===== src/rtl/sat_pkg.sv =====
package sat_pkg;
    localparam int ANG_W = 16;

    typedef enum logic [1:0] {
        SQ_IDLE   = 2'd0,
        SQ_BUSY   = 2'd1,
        SQ_RIPPLE = 2'd2
    } seq_state_t;

    // Weight of one LSB at the selected resolution (00:10b .. 11:16b)
    function automatic logic [ANG_W-1:0] lsb_weight(input logic [1:0] sel);
        logic [2:0] sh;
        sh = 3'd6 - {sel, 1'b0};
        return ANG_W'(1) << sh;
    endfunction

    function automatic logic [ANG_W-1:0] res_mask(input logic [1:0] sel);
        return ~(lsb_weight(sel) - ANG_W'(1));
    endfunction
endpackage


===== src/rtl/sat_angle_counter.sv =====
module sat_angle_counter
    import sat_pkg::*;
(
    input  logic             clk,
    input  logic             rst_n,
    input  logic [1:0]       res_sel,
    input  logic             do_step,
    input  logic             step_up,
    input  logic             load_act,
    input  logic [ANG_W-1:0] load_data,
    output logic [ANG_W-1:0] cnt_next,
    output logic             wrap,
    output logic             dir_q
);
    logic [ANG_W-1:0] cnt_q;
    logic [ANG_W-1:0] weight;
    logic [ANG_W-1:0] mask;
    logic [ANG_W-1:0] base;

    always_comb begin
        weight   = lsb_weight(res_sel);
        mask     = res_mask(res_sel);
        base     = cnt_q & mask;
        cnt_next = cnt_q;
        wrap     = 1'b0;
        if (load_act) begin
            cnt_next = load_data & mask;
        end else if (do_step) begin
            if (step_up) begin
                cnt_next = base + weight;
                wrap     = (cnt_next == '0);
            end else begin
                cnt_next = base - weight;
                wrap     = (base == '0);
            end
        end
    end

    always_ff @(posedge clk or negedge rst_n) begin
        if (!rst_n) begin
            cnt_q <= '0;
            dir_q <= 1'b1;
        end else begin
            cnt_q <= cnt_next;
            if (do_step) dir_q <= step_up;
        end
    end
endmodule


===== src/rtl/sat_pulse_seq.sv =====
module sat_pulse_seq
    import sat_pkg::*;
#(
    parameter int BUSY_W = 3,
    parameter int RIP_W  = 2
) (
    input  logic clk,
    input  logic rst_n,
    input  logic start_step,
    input  logic start_inh,
    input  logic wrap_in,
    output logic idle,
    output logic busy,
    output logic ripple_n
);
    localparam int MAXW = (BUSY_W > RIP_W) ? BUSY_W : RIP_W;
    localparam int CW   = $clog2(MAXW + 1);

    seq_state_t      st_q, st_n;
    logic [CW-1:0]   cd_q, cd_n;
    logic            wr_q, wr_n;

    always_ff @(posedge clk or negedge rst_n) begin
        if (!rst_n) begin
            st_q <= SQ_IDLE;
            cd_q <= '0;
            wr_q <= 1'b0;
        end else begin
            st_q <= st_n;
            cd_q <= cd_n;
            wr_q <= wr_n;
        end
    end

    always_comb begin
        st_n = st_q;
        cd_n = cd_q;
        wr_n = wr_q;
        unique case (st_q)
            SQ_IDLE: begin
                if (start_step) begin
                    st_n = SQ_BUSY;
                    cd_n = CW'(BUSY_W - 1);
                    wr_n = wrap_in;
                end else if (start_inh) begin
                    st_n = SQ_BUSY;
                    cd_n = CW'(BUSY_W - 1);
                    wr_n = 1'b0;
                end
            end
            SQ_BUSY: begin
                if (cd_q == '0) begin
                    if (wr_q) begin
                        st_n = SQ_RIPPLE;
                        cd_n = CW'(RIP_W - 1);
                    end else begin
                        st_n = SQ_IDLE;
                    end
                end else begin
                    cd_n = cd_q - CW'(1);
                end
            end
            SQ_RIPPLE: begin
                if (cd_q == '0) st_n = SQ_IDLE;
                else            cd_n = cd_q - CW'(1);
            end
            default: st_n = SQ_IDLE;
        endcase
    end

    always_comb begin
        idle     = (st_q == SQ_IDLE);
        busy     = (st_q == SQ_BUSY);
        ripple_n = (st_q != SQ_RIPPLE);
    end
endmodule


===== src/rtl/sat_out_latch.sv =====
module sat_out_latch
    import sat_pkg::*;
(
    input  logic             clk,
    input  logic             rst_n,
    input  logic [1:0]       res_sel,
    input  logic             inhibit_n,
    input  logic             out_en_n,
    input  logic [ANG_W-1:0] cnt_next,
    output logic             inh_rise,
    output logic [ANG_W-1:0] angle_out,
    output logic             angle_valid
);
    logic [ANG_W-1:0] hold_q;
    logic             inh_q;

    always_ff @(posedge clk or negedge rst_n) begin
        if (!rst_n) begin
            hold_q <= '0;
            inh_q  <= 1'b1;
        end else begin
            inh_q <= inhibit_n;
            if (inhibit_n) hold_q <= cnt_next & res_mask(res_sel);
        end
    end

    always_comb begin
        inh_rise    = inhibit_n & ~inh_q;
        angle_valid = ~out_en_n;
        angle_out   = out_en_n ? '0 : hold_q;
    end
endmodule


===== src/rtl/shaft_angle_tracker.sv =====
module shaft_angle_tracker
    import sat_pkg::*;
#(
    parameter int BUSY_W = 3,
    parameter int RIP_W  = 2
) (
    input  logic        clk,
    input  logic        rst_n,
    input  logic [1:0]  res_sel,
    input  logic        step_req,
    input  logic        step_dir,
    input  logic        step_en,
    input  logic        inhibit_n,
    input  logic        out_en_n,
    input  logic        load_n,
    input  logic [15:0] load_data,
    output logic [15:0] angle_out,
    output logic        angle_valid,
    output logic        busy,
    output logic        dir_cw,
    output logic        ripple_n
);
    logic             seq_idle;
    logic             do_step;
    logic             wrap;
    logic             inh_rise;
    logic [ANG_W-1:0] cnt_next;

    assign do_step = step_req & step_en & load_n & seq_idle;

    sat_angle_counter u_cnt (
        .clk       (clk),
        .rst_n     (rst_n),
        .res_sel   (res_sel),
        .do_step   (do_step),
        .step_up   (step_dir),
        .load_act  (~load_n),
        .load_data (load_data),
        .cnt_next  (cnt_next),
        .wrap      (wrap),
        .dir_q     (dir_cw)
    );

    sat_pulse_seq #(.BUSY_W(BUSY_W), .RIP_W(RIP_W)) u_seq (
        .clk        (clk),
        .rst_n      (rst_n),
        .start_step (do_step),
        .start_inh  (inh_rise),
        .wrap_in    (wrap),
        .idle       (seq_idle),
        .busy       (busy),
        .ripple_n   (ripple_n)
    );

    sat_out_latch u_lat (
        .clk         (clk),
        .rst_n       (rst_n),
        .res_sel     (res_sel),
        .inhibit_n   (inhibit_n),
        .out_en_n    (out_en_n),
        .cnt_next    (cnt_next),
        .inh_rise    (inh_rise),
        .angle_out   (angle_out),
        .angle_valid (angle_valid)
    );
endmodule


===== config.mk =====
export PLATFORM = sky130hd
export DESIGN_NAME = shaft_angle_tracker
export DESIGN_NICKNAME = d
export VERILOG_FILES = /design/src/rtl/sat_pkg.sv /design/src/rtl/sat_angle_counter.sv /design/src/rtl/sat_pulse_seq.sv /design/src/rtl/sat_out_latch.sv /design/src/rtl/shaft_angle_tracker.sv
export SDC_FILE = /design/constraint.sdc
export NUM_CORES = 1
export LEC_CHECK = 0
export BUFFER_PORTS_ARGS = -buffer_cell sky130_fd_sc_hd__clkbuf_2
export CAP_MARGIN = 20
export CORE_MARGIN = 2
export CORE_UTILIZATION = 43
export CTS_CLUSTER_DIAMETER = 60
export DETAILED_ROUTE_END_ITERATION = 16
export RECOVER_POWER = 100
export SETUP_SLACK_MARGIN = 0.15
export SLEW_MARGIN = 40
export SYNTH_ARGS = -nofsm -noshare
export SYNTH_HDL_FRONTEND = slang
export SYNTH_SLANG_ARGS = --single-unit

===== constraint.sdc =====
create_clock -name clk -period 2.89 [get_ports clk]
set_clock_uncertainty 0.15 [all_clocks]
set_input_delay 0.7225 -clock clk [delete_from_list [all_inputs] [get_ports clk]]
set_output_delay 0.7225 -clock clk [all_outputs]
set_load 0.1 [all_outputs]

==> impl_results.md, run 1 <==
* Run status: finished with violations
* Failing checks: setup timing
* Largest family of logic cells by synthesized area: compound AO/OA/AOI/OAI gates
* Synth cell types at 76
* Post-synth EDFFs at 0
* Slew at the pin with the worst max-slew slack at approximately 1.2 ns
* First-pass DRT Iterations at 5
* Max Clock Freq at ~340 MHz
* Final instance area at 5470 sq um
* IO Port Bufs at 45
* Die Wd at between 90 and 100 um
* CP endpoint kind: flop
* Post-synthesis mux area share at 0.0298
* Longest Clk Path Bufs at 2
* DP Worst Slack at -0.551 ns
* Clock Latency Late Sink at ~0.29 ns
* GP Congestion at between 0.9 and 1
* CTS tree: yes
* Power Density at between 500 and 600 nW/um^2
* CTS sink count at 39
* Ys Warns at 0
* Nets at about 630
* Cells after Synth at between 400 and 500
* Max-slew headroom at the worst pin at 0.233
* Die height at 94.5 um
* Compound-Gate Fraction of Synth Area at 0.299
* Diode count at 0
* Synth Area in Adders at 0.0462
* Grt ovf at 0
* Synthesized area at 3520 sq um
* Vias in the first global route at about 4000
* Starting density of the core at 0.435
* Post-synthesis sequential area ratio at 0.278
* Int Power at between 1.5 and 2 mW
* Placed cell count at 662
* Dpl hpwl at around 9.8 mm
* Most common cell after layout, fill and taps aside: buf_4
* Die ar. at a little under 9000 sq um
* Routed WL per cell at approximately 19 um
* Post-route ant nets at 0
* Htree depth at 2
* Crit path DAT at ~3.0 ns
* Final Core Density at 0.675
* Critical Path Start Type: primary input
* Via count at between 4000 and 5000
* Fin crit period at 2.97 ns
* RSZ-0062 raised after global routing: yes
* Flop pwr share at 0.271
* DRT Wirelength at 13.2 mm
* Placeable Area at ~8100 sq um
* Commonest cells after routing, fill and taps aside: 101 x buf_4, 42 x nand2_1, 37 x dfrtp_1, 28 x nor2_1, 25 x clkbuf_2
* Seq cells post-synth at 39
* Reg clk slew, reported paths at 0.08 ns
* Avg Cell Area, Syn at just under 8 sq um
* Worst-path maximum fanout at 5
* First-pass GRT wire length at about 21 mm
* Simple-Gate Fraction of Synth Area at 0.259
* Worst Path Required at just under 3 ns
* DRC viols at 0
* Largest net degree at the start of global routing at 34
* Fill cell count at ~710
* Switching power at roughly 1.2 mW
* Pins Over Slew Limit at 0
* XOR/XNOR share of the synthesized area at 0.0224
* Setup Crit Path Kind: in -> reg
* Setup ws final at -0.0771 ns
* Clock power frac at 0.174
* Max_cap viols at 0
* Leak at roughly 2.4 nW
* Drt first-iter violations at around 360
* Top_reg_cell synth: dfrtp_1
* Worst IR Drop VDD at 0.000257 V
* Worst Hold Class: reg -> reg
* Sum Neg Setup Slack at -0.345 ns
* Hold Fails Final Rpt at 0
* I/O pin total at 46
* Async set-or-reset flop fraction in the synthesized netlist at 1.00
* Final setup fails at 8
* Sw Ratio at 0.442
* Initial antenna violation count at 0
* Total Routing Usage GR at 0.300
* CTS Buf Count at 5
* Area delta synth->final at 55.2%
* Placed Area at about 4800 sq um
* DR vias/cell at around 6.0
* Gate power share at 0.555
* Finished Layout Cells at a little under 700
* Share of layout cells above drive strength 1 at 0.430
* Crit share post-route at 1.03
* Net Count, Synth at 489
* CTS root buf: clkbuf_8
* Site Rows at 33
[power groups by stage]
stage	clock network, mW	logic, mW	registers, mW
after global routing	0.508	1.62	0.752
after floorplan	0	0.882	0.758
after CTS	0.484	1.47	0.739
after global placement	0	1.32	0.744
final	0.477	1.52	0.743
after detailed placement	0	1.35	0.747
[final timing paths]
| kind | startpoint | end | slack (ns) | cells after the start |
|---|---|---|---|---|
| setup reg to reg | u_cnt.cnt_q[2]$_DFF_PN0_ | u_lat.hold_q[9]$_DFFE_PN0P_ | 0.16 | 9 |
| hold reg to reg | u_cnt.dir_q$_DFFE_PN1P_ | u_cnt.dir_q$_DFFE_PN1P_ | 0.31 | 2 |
| setup / recovery | res_sel[1] | u_lat.hold_q[6]$_DFFE_PN0P_ | -0.08 | 13 |
| max in group asynchronous | rst_n | u_cnt.cnt_q[3]$_DFF_PN0_ | 0.60 | 2 |
| min in group asynchronous | rst_n | u_seq.cd_q[0]$_DFFE_PN0P_ | 0.46 | 1 |
| hold / removal | u_cnt.dir_q$_DFFE_PN1P_ | u_cnt.dir_q$_DFFE_PN1P_ | 0.31 | 2 |
[sequential cells by signal (all words and copies together) (netlist names)]
name          cells
u_cnt.dir_q       1
u_lat.hold_q     16
u_lat.inh_q       1
u_cnt.cnt_q      16
u_seq.st_q        2
u_seq.cd_q        2
u_seq.wr_q        1
[cell families (layout without fill, tap and decap cells)]
group	after synthesis	after routing
simple gates	176	176
compound gates	149	149
buf+inv	55	196
flops	39	39
fa+ha+maj	13	13
xor+xnor	9	9
mux	9	9
[routing by layer]
layer	up-vias	track usage	wire [um]	share of wire
met5	-	0	0	0
met1	2032	0.367	5430	0.41
met4	0	0.0918	415	0.031
met3	39	0.0447	743	0.056
met2	175	0.543	6650	0.50
li1	1938	-	-	-
[stage by stage]
stage | power [mW] | hold WS (ns)
detailed placement | 2.09 | 0.304
CTS | 2.69 | 0.249
floorplan | 1.64 | 0.277
global route | 2.88 | 0.367
global placement | 2.07 | 0.298
finish | 2.74 | 0.312
[cell type report]
type                       count  area [sq um]  share of cell area
clock buffer                   6          82.6              0.0151
clock inverter                 2          35.0             0.00641
inverter                      25           114              0.0208
multi-input combinational    356          2790               0.511
sequential                    39           978               0.179
tap                          105           131              0.0240
timing repair buffer         163          1330               0.244
[worst max-delay path, stage by stage]
cell and delay [ns]:
clkbuf_16 0.12, and2_4 0.19, inv_6 0.05, ha_4 0.16, nand4b_1 0.19, buf_4 0.19
nor4_4 0.31, buf_4 0.17, nor3_1 0.04, a21oi_1 0.17, xor2_1 0.31, o21ai_1 0.15
a31o_2 0.22
[Yosys cell counts, drive strengths merged (4+ instances only)]
master,count,area share
nor2,33,0.035
nor3,10,0.014
a31o,9,0.022
xor2,4,0.0099
o31ai,6,0.013
mux2,6,0.021
o21ai,36,0.051
nor2b,25,0.044
nand3,16,0.023
and2,7,0.013
dfrtp,37,0.26
ha,13,0.046
nand4,6,0.011
xnor2,5,0.012
nor4,5,0.0089
inv,25,0.027
a21oi,22,0.031
a31oi,15,0.031
nand2,47,0.052
buf,7,0.014
o211ai,5,0.015
and3,5,0.0089
clkbuf,23,0.025
a22o,4,0.0099
a211oi,8,0.017
[timing repair]
action / 4_1_cts / 5_1_grt
hold buffers: 0 / 0
resized for setup: 60 / 28
pin swaps: 38 / 31
setup endpoints to repair: 20 / 23
buffers inserted: 19 / 7
Power figures use the tool's default switching activity.
==> inputs of run 2 (changes only) <==
--- a/config.mk
+++ b/config.mk
@@ -5,12 +5,14 @@
 export SDC_FILE = /design/constraint.sdc
 export NUM_CORES = 1
 export LEC_CHECK = 0
+export ABC_AREA = 1
 export BUFFER_PORTS_ARGS = -buffer_cell sky130_fd_sc_hd__clkbuf_2
-export CAP_MARGIN = 20
 export CORE_MARGIN = 2
 export CORE_UTILIZATION = 43
 export CTS_CLUSTER_DIAMETER = 60
 export DETAILED_ROUTE_END_ITERATION = 16
+export MAX_ROUTING_LAYER = met4
+export PLACE_DENSITY = 0.65
 export RECOVER_POWER = 100
 export SETUP_SLACK_MARGIN = 0.15
 export SLEW_MARGIN = 40
==> impl_results.md, run 2 <==
* I/O pin total at 46 (unchanged)
* Setup Crit Path Kind: in -> reg (unchanged)
* Synth cell types at 33 (was 76)
* Vias in the first global route at 3412 (was 4043)
* Worst R2R End: u_lat.hold_q[6]$_DFFE_PN0P_ (was u_lat.hold_q[9]$_DFFE_PN0P_)
* Yosys top cell by area: dfrtp_1 (unchanged)
* RSZ-0062 raised after global routing: yes (unchanged)
* Top cells by area, synth: dfrtp_1 29%, nand2_1 18%, nand3_1 10% (was dfrtp_1 26%, nand2_1 4.9%, ha_1 4.6%)
* Fill cell count at 769 (was 711)
* Drt first-iter violations at 191 (was 357)
* FF-to-FF Start: u_seq.st_q[0]$_DFFE_PN0P_ (was u_cnt.cnt_q[2]$_DFF_PN0_)
* Placeable Area at 7250 sq um (was 8090 sq um)
* Worst-path maximum fanout at 5 (unchanged)
* First-pass GRT wire length at 16.5 mm (was 20.6 mm)
* Ys Warns at 0 (unchanged)
* Final setup fails at 0 (was 8)
* Hold slack at 0.354 ns (was 0.312 ns)
* DRT Wirelength at 9.79 mm (was 13.2 mm)
* Grt ovf at 0 (unchanged)
* Run status: completed (was finished with violations)
* Worst Hold Class: reg -> reg (unchanged)
* Post-synthesis sequential area ratio at 0.304 (was 0.278)
* Most common cell after layout, fill and taps aside: nand2_1 (was buf_4)
* Clock Latency Late Sink at 0.28 ns (was 0.29 ns)
* Share of the synthesized area in the top cell type at 0.287 (was 0.263)
* Worst Path Required at 2.93 ns (was 2.92 ns)
* Commonest cells post-synth: 152 x nand2_1, 75 x inv_1, 67 x nand3_1 (was 46 x nand2_1, 37 x dfrtp_1, 33 x nor2_1)
* Top flop regs: u_cnt.cnt_q (16), u_lat.hold_q (16) (unchanged)
* Most frequent cell after synthesis: nand2_1 (unchanged)
* Async set-or-reset flop fraction in the synthesized netlist at 1.00 (unchanged)
* Via count at 3503 (was 4184)
* CTS Buf Count at 5 (unchanged)
* Pins Over Slew Limit at 0 (unchanged)
* Routed WL per cell at 14.2 um (was 19.0 um)
* Crit share post-route at 0.925 (was 1.03)
* Worst IR Drop VDD at 0.000444 V (was 0.000257 V)
* Reg-to-reg setup timing slack at 0.38 ns (was 0.16 ns)
* IO Port Bufs at 45 (unchanged)
* Power Density at 595 nW/um^2 (was 502 nW/um^2)
* Cells after Synth at 516 (was 450)
* Slew at the pin with the worst max-slew slack at 1.16 ns (about the same)
* Starting density of the core at 0.444 (was 0.435)
* Post-CTS Hold Fix Bufs at 0 (unchanged)
* Synthesized area at 3220 sq um (was 3520 sq um)
* Post-synth EDFFs at 0 (unchanged)
* Post-route ant nets at 0 (unchanged)
* Initial antenna violation count at 0 (unchanged)
* Die ar. at 8200 sq um (was 8930 sq um)
* Reg clk slew, reported paths at 0.07 ns (was 0.08 ns)
* Leak at 2.09 nW (was 2.38 nW)
* Max-slew headroom at the worst pin at 0.231 (was 0.233)
* Dpl hpwl at 7.92 mm (was 9.84 mm)
* CTS tree: yes (unchanged)
* CTS root buf: clkbuf_8 (unchanged)
* CP endpoint kind: flop (unchanged)
* DRC viols at 0 (unchanged)
* Commonest cells after routing, fill and taps aside: 151 x nand2_1, 74 x inv_1, 67 x nand3_1, 50 x nor2_1, 37 x dfrtp_1 (was 101 x buf_4, 42 x nand2_1, 37 x dfrtp_1, 28 x nor2_1, 25 x clkbuf_2)
* Hold path depth at 2 (unchanged)
* Fin crit period at 2.67 ns (was 2.97 ns)
* Avg Cell Area, Syn at 6.25 sq um (was 7.83 sq um)
* Die height at 90.6 um (was 94.5 um)
* DR vias/cell at 5.08 (was 6.01)
* Largest net degree at the start of global routing at 40 (was 34)
* Total Routing Usage GR at 0.254 (was 0.300)
* Htree depth at 2 (unchanged)
* First-pass DRT Iterations at 5 (unchanged)
* Longest Clk Path Bufs at 2 (unchanged)
* Min-delay src: u_lat.hold_q[11]$_DFFE_PN0P_ (was u_cnt.dir_q$_DFFE_PN1P_)
* Top_reg_cell synth: dfrtp_1 (unchanged)
* Share of layout cells above drive strength 1 at 0.193 (was 0.430)
* CTS sink count at 39 (unchanged)
* Crit path DAT at 2.71 ns (was 3.00 ns)
* Diode count at 0 (unchanged)
* Finished Layout Cells at 690 (was 696)
* Site Rows at 31 (was 33)
* GP Congestion at 1.03 (was 0.987)
* R2R depth at 11 (was 9)
* Seq cells post-synth at 39 (unchanged)
* Max_cap viols at 0 (unchanged)
* Placed cell count at 680 (was 662)
* Area delta synth->final at 23.6% (was 55.2%)
* Critical Path Start Type: primary input (unchanged)
* Max Clock Freq at 374 MHz (was 337 MHz)
* Nets at 629 (unchanged)
* Die Wd at 90.6 um (was 94.5 um)
* Net Count, Synth at 555 (was 489)
* Hold Crit Endpoint: u_lat.hold_q[11]$_DFFE_PN0P_ (was u_cnt.dir_q$_DFFE_PN1P_)
* Hold Fails Final Rpt at 0 (unchanged)
## run 2: power breakdown
part	total [mW]	switching, mW	leakage (nW)	internal, mW
registers	0.746	0.0871	0.491	0.659
logic	1.25	0.885	1.56	0.365
clock network	0.375	0.183	0.0482	0.193
## run 2: critical path, cell delays in order
cell and delay, ns:
buf_2 0.16, inv_2 0.06, nand2_1 0.08, buf_4 0.13, inv_1 0.04, ha_1 0.32, nor2_1 0.21, o21ai_2 0.11
nand3_2 0.12, buf_4 0.13, xor2_1 0.16, o21ai_1 0.07, o21ai_1 0.19, nand3_1 0.09, o21ai_0 0.13
## run 2: worst max-delay path by stage
| stage | startpoint | to | slack, ns | cells after the start |
|---|---|---|---|---|
| after global placement | res_sel[0] | u_lat.hold_q[12]$_DFFE_PN0P_ | -0.04 | 17 |
| after detailed placement | res_sel[0] | u_lat.hold_q[12]$_DFFE_PN0P_ | -0.06 | 17 |
| after global routing | res_sel[1] | u_lat.hold_q[6]$_DFFE_PN0P_ | 0.07 | 15 |
| after CTS | res_sel[0] | u_lat.hold_q[12]$_DFFE_PN0P_ | 0.23 | 17 |
| after floorplan | out_en_n | angle_out[0] | -0.14 | 2 |
| final | res_sel[0] | u_lat.hold_q[6]$_DFFE_PN0P_ | 0.22 | 15 |
## run 2: repair_timing
action,CTS,global route
endpoints found under the setup margin,0,11
setup buffers,0,2
gates resized for setup,0,19
## run 2: per-stage QoR
stage | setup WS, ns | power (mW) | utilization | instance area [sq um] | TNS (ns)
2_1_floorplan | -0.141 | 1.64 | - | 3270 | -1.59
3_3_place_gp | -0.0421 | 2.00 | 0.554 | 4020 | -0.0527
3_5_place_dp | -0.0609 | 2.02 | 0.554 | 4020 | -0.134
4_1_cts | 0.229 | 2.41 | 0.567 | 4110 | 0
5_1_grt | 0.0698 | 2.54 | 0.549 | 3990 | 0
6_report | 0.217 | 2.37 | 0.549 | 3990 | 0
## run 2: area by class of cell
type,count,area (sq um),area share
Multi-Input combinational cell,388,1950,0.489
Sequential cell,39,978,0.246
Timing Repair Buffer,76,544,0.137
Inverter,80,300,0.0754
Tap cell,99,124,0.0311
Clock buffer,7,86.3,0.0217
Clock inverter,1,5.00,0.00126
## run 2: per-layer routing
metal / vias up / global-route usage / part of all wire
li1: 1791 / - / -
met1: 1579 / 0.369 / 0.50
met2: 112 / 0.379 / 0.42
met3: 21 / 0.0250 / 0.049
met4: 0 / 0.0705 / 0.024
met5: - / - / 0
## run 2: cells by family (layout without fill, tap and decap cells)
| logic type | Yosys count | in the layout | share of synthesized area |
|---|---|---|---|
| AND/OR/NAND/NOR | 304 | 304 | 0.410 |
| buffers and inverters | 89 | 164 | 0.106 |
| AO/OA/AOI/OAI | 64 | 64 | 0.111 |
| flip-flops | 39 | 39 | 0.304 |
| adder cells (fa/ha/maj) | 13 | 13 | 0.0505 |
| XOR/XNOR | 7 | 7 | 0.0190 |
==> inputs of run 3 (changes only) <==
--- a/config.mk
+++ b/config.mk
@@ -12,7 +12,6 @@
 export CTS_CLUSTER_DIAMETER = 60
 export DETAILED_ROUTE_END_ITERATION = 16
 export MAX_ROUTING_LAYER = met4
-export PLACE_DENSITY = 0.65
 export RECOVER_POWER = 100
 export SETUP_SLACK_MARGIN = 0.15
 export SLEW_MARGIN = 40
==> constraint.sdc (replaced) <==
create_clock -name clk -period 3.36 [get_ports clk]
set_clock_uncertainty 0.15 [all_clocks]
set_input_delay 0.84 -clock clk [delete_from_list [all_inputs] [get_ports clk]]
set_output_delay 0.84 -clock clk [all_outputs]
set_load 0.1 [all_outputs]
==> impl_results.md, run 3 (synthesis results as in run 2) <==
* Run status: finished with violations (was completed)
* Failing checks: capacitance limit, slew limit
* Initial antenna violation count at 0 (unchanged)
* Total Routing Usage GR at 0.251 (was 0.254)
* Family with the most delay on the worst path: buffers and inverters (unchanged)
* Largest net degree at the start of global routing at 40 (unchanged)
* GP Congestion at 1.05 (was 1.03)
* Setup Crit Path Kind: in -> out (was in -> reg)
* CP endpoint kind: output port (was flop)
* Fill cell count at 818 (was 769)
* Crit path DAT at 2.11 ns (was 2.71 ns)
* Drt first-iter violations at 258 (was 191)
* Die ar. at 8200 sq um (unchanged)
* Crit share post-route at 0.924
* Vias in the first global route at 3232 (was 3412)
* Share of layout cells above drive strength 1 at 0.115 (was 0.193)
* Worst Path Required at 2.37 ns (was 2.93 ns)
* Max-slew headroom at the worst pin at -0.392 (was 0.231)
* Total power at 1.94 mW (was 2.37 mW)
* Routed WL per cell at 14.8 um (was 14.2 um)
* IO Port Bufs at 45 (unchanged)
* Fin crit period at approximately 3.1 ns
* Critical Path Start Type: primary input (unchanged)
* Leak at 1.92 nW (was 2.09 nW)
* Worst IR Drop VDD at 0.000378 V (was 0.000444 V)
* DRC viols at 0 (unchanged)
* Grt ovf at 0 (unchanged)
* First-pass GRT wire length at 16.2 mm (was 16.5 mm)
* CP peak stage delay at 0.87 ns (was 0.32 ns)
* CTS Buf Count at 5 (unchanged)
* Slowest-stage cell, CP: buf_1 (was ha_1)
* Hold Fails Final Rpt at 0 (unchanged)
* Power Density at 536 nW/um^2 (was 595 nW/um^2)
* Site Rows at 31 (unchanged)
* DR vias/cell at 5.27 (was 5.08)
* Pins Over Slew Limit at 40 (was 0)
* Area delta synth->final at 12.5% (was 23.6%)
* Buf/Inv on CP at 2 (was 5)
* Placeable Area at 7250 sq um (unchanged)
* Diode count at 0 (unchanged)
* CTS sink count at 39 (unchanged)
* Commonest cells after routing, fill and taps aside: 153 x nand2_1, 78 x inv_1, 67 x nand3_1, 56 x nor2_1, 39 x o21ai_0 (was 151 x nand2_1, 74 x inv_1, 67 x nand3_1, 50 x nor2_1, 37 x dfrtp_1)
* CTS tree: yes (unchanged)
* DRT Wirelength at 9.83 mm (was 9.79 mm)
* Nets at 603 (was 629)
* Critical-path cell list: clkbuf_2 -> nor2_1 -> buf_1 (was buf_2 -> inv_2 -> nand2_1 -> buf_4 -> inv_1 -> ha_1 -> nor2_1 -> o21ai_2 -> nand3_2 -> buf_4 -> xor2_1 -> o21ai_1 -> o21ai_1 -> nand3_1 -> o21ai_0)
* Max_cap viols at 1 (was 0)
* Max Clock Freq at between 300 and 400 MHz
* Reg clk slew, reported paths at 0.07 ns (about the same)
* CTS root buf: clkbuf_8 (unchanged)
* I/O pin total at 46 (unchanged)
* Dpl hpwl at 7.81 mm (was 7.92 mm)
* Die height at 90.6 um (unchanged)
* Most common cell after layout, fill and taps aside: nand2_1 (unchanged)
* Htree depth at 2 (unchanged)
* Clock Latency Late Sink at 0.29 ns (was 0.28 ns)
* Final Core Density at 0.500 (was 0.549)
* First-pass DRT Iterations at 5 (unchanged)
* Worst-path maximum fanout at 17 (was 5)
* Post-route ant nets at 0 (unchanged)
* Top flop regs: u_cnt.cnt_q (16), u_lat.hold_q (16) (unchanged)
* Die Wd at 90.6 um (unchanged)
* Final setup fails at 0 (unchanged)
* Post-CTS Hold Fix Bufs at 0 (unchanged)
* Starting density of the core at 0.444 (unchanged)
* Hold slack at 0.336 ns (was 0.354 ns)
* Worst Hold Class: reg -> reg (unchanged)
* Via count at 3501 (was 3503)
* RSZ-0062 raised after global routing: no (was yes)
* Slew at the pin with the worst max-slew slack at 2.09 ns (was 1.16 ns)
* Longest Clk Path Bufs at 2 (unchanged)
[run 3: cell count changes in the layout (fill, tap and decap cells not counted), sizes merged]
cell      delta
buf         -26
clkinvlp     +1
inv          +1
clkinv       -1
clkbuf       -1
[run 3: report_power, final]
| part | switching [mW] | internal, mW |
|---|---|---|
| registers | 0.0754 | 0.566 |
| logic | 0.737 | 0.247 |
| clock network | 0.173 | 0.145 |
[run 3: through the flow]
step / instance area, sq um / TNS (ns) / setup slack, ns / std cells
after floorplan: 3220 / -1.06 / -0.118 / 516
after global placement: 3570 / 0 / 0.144 / 656
after detailed placement: 3570 / 0 / 0.127 / 656
after CTS: 3650 / 0 / 0.416 / 664
after global routing: 3630 / 0 / 0.0986 / 664
final: 3630 / 0 / 0.256 / 664
[run 3: cell type report]
class / instances / area (sq um) / share of cell area
clock buffer: 6 / 72.6 / 0.0200
clock inverter: 2 / 12.5 / 0.00345
inverter: 80 / 300 / 0.0828
multi-input combinational: 388 / 1890 / 0.522
sequential: 39 / 978 / 0.270
tap: 99 / 124 / 0.0342
timing repair buffer: 50 / 246 / 0.0680
[run 3: worst paths after layout]
| path | end | cells after the start | slack [ns] | startpoint |
|---|---|---|---|---|
| setup reg to reg | u_lat.hold_q[6]$_DFFE_PN0P_ | 11 | 0.59 | u_seq.st_q[0]$_DFFE_PN0P_ |
| min in group asynchronous | u_lat.hold_q[0]$_DFFE_PN0P_ | 1 | 0.99 | rst_n |
| hold reg to reg | u_lat.hold_q[14]$_DFFE_PN0P_ | 2 | 0.34 | u_lat.hold_q[14]$_DFFE_PN0P_ |
| max in group asynchronous | u_cnt.cnt_q[8]$_DFF_PN0_ | 1 | 0.88 | rst_n |
| hold / removal | u_lat.hold_q[14]$_DFFE_PN0P_ | 2 | 0.34 | u_lat.hold_q[14]$_DFFE_PN0P_ |
| setup / recovery | angle_out[11] | 3 | 0.26 | out_en_n |
[run 3: per-layer routing]
metal | vias to the layer above | share of wire | wire, um | global-route usage
met4 | 0 | 0.032 | 312 | 0.0833
met3 | 31 | 0.072 | 706 | 0.0301
met2 | 159 | 0.41 | 4010 | 0.359
met1 | 1570 | 0.49 | 4790 | 0.367
met5 | - | 0 | 0 | -
li1 | 1741 | - | - | -
[run 3: worst min-delay path, cell delays in order (launching register included)]
cell and delay, ns:
dfrtp_1 0.34, nand2_1 0.05, nand2_1 0.06
[run 3: timing repair]
action                     4_1_cts  5_1_grt
setup endpoints to repair        0        2
buffers inserted                 0        0
gates resized for setup          0        2
